## src/rtl/minsel_pkg.sv

```systemverilog
package minsel_pkg;
  localparam int NCAND = 4;
  localparam int IDXW  = $clog2(NCAND);
  typedef logic [IDXW-1:0] pos_t;
endpackage

```

## src/rtl/minsel_tourney.sv

```systemverilog
module minsel_tourney
  import minsel_pkg::*;
#(
  parameter int W = 4
) (
  input  logic [NCAND-1:0][W-1:0] cands,
  output pos_t                    pos
);
  // 1 when rhs is strictly smaller, so equal values favour lhs (lower position)
  function automatic logic rhs_wins(input logic [W-1:0] lhs, input logic [W-1:0] rhs);
    return (rhs < lhs);
  endfunction

  function automatic logic [W-1:0] pick_val(input logic sel, input logic [W-1:0] lhs,
                                            input logic [W-1:0] rhs);
    return sel ? rhs : lhs;
  endfunction

  logic [1:0]        pair_sel;   // first-round decisions
  logic [1:0][W-1:0] pair_win;   // first-round winning values
  logic              final_sel;  // final-round decision

  for (genvar p = 0; p < 2; p++) begin : g_pair
    assign pair_sel[p] = rhs_wins(cands[2*p], cands[2*p+1]);
    assign pair_win[p] = pick_val(pair_sel[p], cands[2*p], cands[2*p+1]);

    always_comb begin

      pair_min_chk: assert (pair_win[p] <= cands[2*p] && pair_win[p] <= cands[2*p+1]);
    end
  end

  assign final_sel = rhs_wins(pair_win[0], pair_win[1]);
  assign pos       = {final_sel, (final_sel ? pair_sel[1] : pair_sel[0])};

  always_comb begin

    pair_tie_chk: assert (cands[0] != cands[1] || pair_sel[0] == 1'b0);
  end
endmodule

```

## src/rtl/minsel_elim.sv

```systemverilog
module minsel_elim
  import minsel_pkg::*;
#(
  parameter int W = 4
) (
  input  logic [NCAND-1:0][W-1:0] cands,
  output pos_t                    pos
);
  function automatic logic [NCAND-1:0] survivors(input logic [NCAND-1:0][W-1:0] v);
    logic [NCAND-1:0] alive;
    logic [NCAND-1:0] zeros;
    alive = '1;
    for (int b = W - 1; b >= 0; b--) begin
      for (int k = 0; k < NCAND; k++) zeros[k] = alive[k] & ~v[k][b];
      if (|zeros) alive = zeros;
    end
    return alive;
  endfunction

  function automatic pos_t lowest_set(input logic [NCAND-1:0] m);
    pos_t r;
    r = '0;
    for (int k = NCAND - 1; k >= 0; k--) if (m[k]) r = pos_t'(k);
    return r;
  endfunction

  logic [NCAND-1:0] alive_mask;

  assign alive_mask = survivors(cands);
  assign pos        = lowest_set(alive_mask);

  always_comb begin

    survivor_equal_chk: assert (alive_mask[pos] == 1'b1);
  end
endmodule

```

## src/rtl/minsel4.sv

```systemverilog
module minsel4
  import minsel_pkg::*;
#(
  parameter int W       = 4,
  parameter int IMPL    = 0,
  parameter bit REG_OUT = 1'b1
) (
  input  logic         clk,
  input  logic         rst,
  input  logic         in_vld,
  input  logic [W-1:0] cand0,
  input  logic [W-1:0] cand1,
  input  logic [W-1:0] cand2,
  input  logic [W-1:0] cand3,
  output logic [1:0]   min_idx,
  output logic         min_vld
);
  logic [NCAND-1:0][W-1:0] cands;
  pos_t                    core_pos;
  logic [W-1:0]            core_val;

  assign cands    = {cand3, cand2, cand1, cand0};
  assign core_val = cands[core_pos];

  if (IMPL == 0) begin : g_tourney
    minsel_tourney #(.W(W)) u_core (.cands(cands), .pos(core_pos));
  end else begin : g_elim
    minsel_elim #(.W(W)) u_core (.cands(cands), .pos(core_pos));
  end

  if (REG_OUT) begin : g_reg
    pos_t idx_q;
    logic vld_q;
    always_ff @(posedge clk) begin
      if (rst) begin
        idx_q <= '0;
        vld_q <= 1'b0;
      end else begin
        vld_q <= in_vld;
        if (in_vld) idx_q <= core_pos;
      end
    end
    assign min_idx = idx_q;
    assign min_vld = vld_q;


    capture_chk: assert property (@(posedge clk) disable iff (rst)
      in_vld |=> (min_vld && min_idx == $past(core_pos)));

    hold_chk: assert property (@(posedge clk) disable iff (rst)
      !in_vld |=> (!min_vld && $stable(min_idx)));

    reset_clear_chk: assert property (@(posedge clk)
      rst |=> (min_idx == 2'd0 && !min_vld));
  end else begin : g_comb
    assign min_idx = core_pos;
    assign min_vld = in_vld;
  end


  is_minimum_chk: assert property (@(posedge clk) disable iff (rst)
    in_vld |-> (core_val <= cand0 && core_val <= cand1 &&
                core_val <= cand2 && core_val <= cand3));

  lowest_tie_chk: assert property (@(posedge clk) disable iff (rst)
    in_vld |-> ((core_pos == 2'd0 || cand0 > core_val) &&
                (core_pos <  2'd2 || cand1 > core_val) &&
                (core_pos != 2'd3 || cand2 > core_val)));
endmodule

```

## config.mk

```make
export PLATFORM = sky130hd
export DESIGN_NAME = minsel4
export DESIGN_NICKNAME = d
export VERILOG_FILES = /design/src/rtl/minsel_pkg.sv /design/src/rtl/minsel_tourney.sv /design/src/rtl/minsel_elim.sv /design/src/rtl/minsel4.sv
export SDC_FILE = /design/constraint.sdc
export NUM_CORES = 1
export LEC_CHECK = 0
export BUFFER_PORTS_ARGS = -buffer_cell sky130_fd_sc_hd__buf_2
export CORE_AREA = 2 2 39 41
export DETAILED_ROUTE_END_ITERATION = 6
export DIE_AREA = 0 0 41 43
export PLACE_DENSITY_LB_ADDON = 0.2
export RECOVER_POWER = 100
export SYNTH_ARGS = -nofsm -noshare
export SYNTH_HDL_FRONTEND = slang
export SYNTH_HIERARCHICAL = 1
export SYNTH_SLANG_ARGS = --single-unit
```

## constraint.sdc

```tcl
create_clock -name clk -period 4 [get_ports clk]
set_clock_uncertainty 0.1 [all_clocks]
set_input_delay 0.4 -clock clk [delete_from_list [all_inputs] [get_ports clk]]
set_output_delay 0.4 -clock clk [all_outputs]
set_load 0.01 [all_outputs]
```

==> impl_metrics.yaml <==
run_status:
  status: "finished, final reports clean"
finish:
  fin_util_pct: 47.2
  antenna_cells: 0
  fillers: 144
  fin_area_sq_um: 653
  nNetsFinal: 120
  area.growth.synth_to_final_pct: 26.1
  drive_gt1_share_pct: 25.8
synthesis:
  synth_ff_type: "dfxtp_1"
  syn_area_sq_um: 518
  ys_warn_count: 6
  synth_top_area_cell: "ha_1"
  syn_nets: 95
  syn_inst: 65
  yosys.area.top_type_share_pct: 26.6
  syn_area_per_cell_sq_um: 7.97
  synth_edf_count: 0
  synth_commonest_cells: "11 x ha_1, 7 x inv_1, 6 x nor2_1, 5 x a21o_1, 5 x a21oi_1"
  seq_area_frac_synth_pct: 11.6
  yosys-top-cells-area: "ha_1 27%, dfxtp_1 12%, mux2i_1 7.7%"
  yosysMostFrequentCell: "ha_1"
  async_flop_share_pct: 0
  ys_ff_latch: 3
  synth.distinct_cells: 23
floorplan:
  die_y_um: 43
  die_area_sq_mm: 0.00176
  coreArea_sq_mm: 0.00138
  pin_count: 22
  start_util_pct: 37.4
  std_cell_rows: 14
  dieWidth_um: 41
placed_design:
  io_buffers: 21
  dpl_cell_area_sq_um: 636
  post-dp-hpwl_um: 910
  place_worst_setup_slack_ns: 0.877
  routabilityCongestion: 0.773
route:
  num_vias: 530
  wl_per_cell_um: 9.71
  final_antenna_net_count: 0
  drt_drc_violations_left: 0
  drtPass1Iterations: 2
  first_iter_violations: 7
  viasPerCell: 5.05
  drt-total-wl_mm: 1.02
timing:
  layout_min_cycle_time_ns: 2.96
  final-setup-viol-count: 0
  finalSetupTns_ns: 0
  hold_violations: 0
  slew-limit-headroom_pct: 60.2
  setup_slack_ns: 1.04
  fmax_ghz: 0.337
  min_period_over_period_pct: 74.1
  worst_slew_pin_slew_ns: 0.590
  rsz0062_at_grt: "false"
  final-max-slew-violation-count: 0
clock_tree:
  post_cts.repair.setup_buffers: 0
  clock_latency_ns: 0.23
  cts_buffers: 3
  cts_tree: "done"
  cts_buffer_depth: 2
  clkTransAtPathRegs_ns: 0.03
  cts_resized: 0
  htreeDepth: 1
  cts_hold_buf: 0
  cts_num_sinks: 3
  root_buffer: "clkbuf_4"
power_and_ir_drop:
  vdd_drop_max_mv: 0.139
  p_leak_nw: 0.359
  power_per_cell_area_mw_per_mm2: 258
critical_path:
  worstPathMaxFanout: 3
  worstSetupStartpointType: "input pin"
  arrival_ns: 2.98
  worstSetupPathType: "input pin to flop"
  endpoint_kind: "flop"
  cp.required_ns: 4.02
min_path:
  holdCritPathClass: "input pin to flop"
job:
  cap_violations: 0
global_route:
  grt_pass1_vias: 517
  grt_pass1_wl_mm: 1.79
  grt_max_degree: 5
  grt_usage_pct: 14.8
  antenna_found_initial: 0
  overflow: 0
per-layer routing:
metal / up-vias / part of all wire (%) / global-route usage, %
met2: 14 / 50 / 23.4
met1: 232 / 43 / 15.3
met3: 2 / 5.2 / 4.19
li1: 282 / - / -
met5: - / 0 / 0
met4: 0 / 0.78 / 11.3
metrics by stage:
stage	cells	power [mW]	hold slack, ns
floorplan	65	0.0976	0.372
finish	105	0.168	0.260
detailed placement	101	0.119	0.383
CTS	105	0.175	0.249
global route	105	0.184	0.265
global placement	101	0.118	0.378
layout by cell type (no fill, tap or decap):
cell type  instances
mux2_2             2
a21oi_1            6
o22a_1             1
a211oi_1           2
a21o_1             5
o21ai_0            4
clkbuf_1           5
a211o_1            1
inv_1              7
nor3b_1            1
buf_2             17
o2bb2ai_1          1
nand2_1            2
nor2_1             6
clkbuf_4           3
nand3_1            1
dfxtp_1            3
mux2i_1            4
a211oi_2           1
nor3_1             1
nand2b_1           3
ha_1              11
nor4_1             1
nor2b_1            1
kinds of logic after synthesis:
family                     count (synthesis)  synth area share, %
AOI/OAI and AO/OA                         21                 28.0
adders and majority gates                 11                 26.6
buffers and inverters                      8                 6.52
DFF                                        3                 11.6
muxes                                      6                 12.1
and+or+nand+nor                           16                 15.2
state kept, by name (all words and copies together) (netlist names):
name / count
min_idx: 2
min_vld: 1
worst max-delay path, stage by stage:
cell and delay, ns:
buf_2 0.09, inv_1 0.04, ha_1 0.30, a21o_1 0.16
a21o_1 0.17, a21oi_1 0.28, mux2_2 0.38, ha_1 0.31
o21ai_0 0.10, nand2b_1 0.08, a21oi_1 0.06, a21o_1 0.17
a211o_1 0.28, mux2i_1 0.13, nor2_1 0.05
path summary, 6_finish.rpt:
path,cells past startpoint,slack (ns),startpoint,end
setup / recovery,15,1.04,cand2[1],min_idx[0]
hold reg to reg,2,0.40,min_idx[1],min_idx[1]
setup reg to reg,2,3.32,min_idx[0],min_idx[0]
hold / removal,2,0.26,rst,min_idx[0]
layout make-up:
type | count | area, sq um | share of cell area [%]
inverters | 7 | 26.3 | 4.02
flip-flops and latches | 3 | 60.1 | 9.20
multi-input cells | 54 | 420 | 64.4
clock buffers | 4 | 26.3 | 4.02
repair buffers | 21 | 100 | 15.3
well taps | 16 | 20.0 | 3.07
power by group:
| part | switching [mW] | internal, mW | total [mW] |
|---|---|---|---|
| Sequential | 0.00138 | 0.0334 | 0.0348 |
| Clock | 0.0148 | 0.0373 | 0.0521 |
| Combinational | 0.0404 | 0.0412 | 0.0816 |
| Total | 0.0565 | 0.112 | 0.168 |
Power figures use the tool's default switching activity.
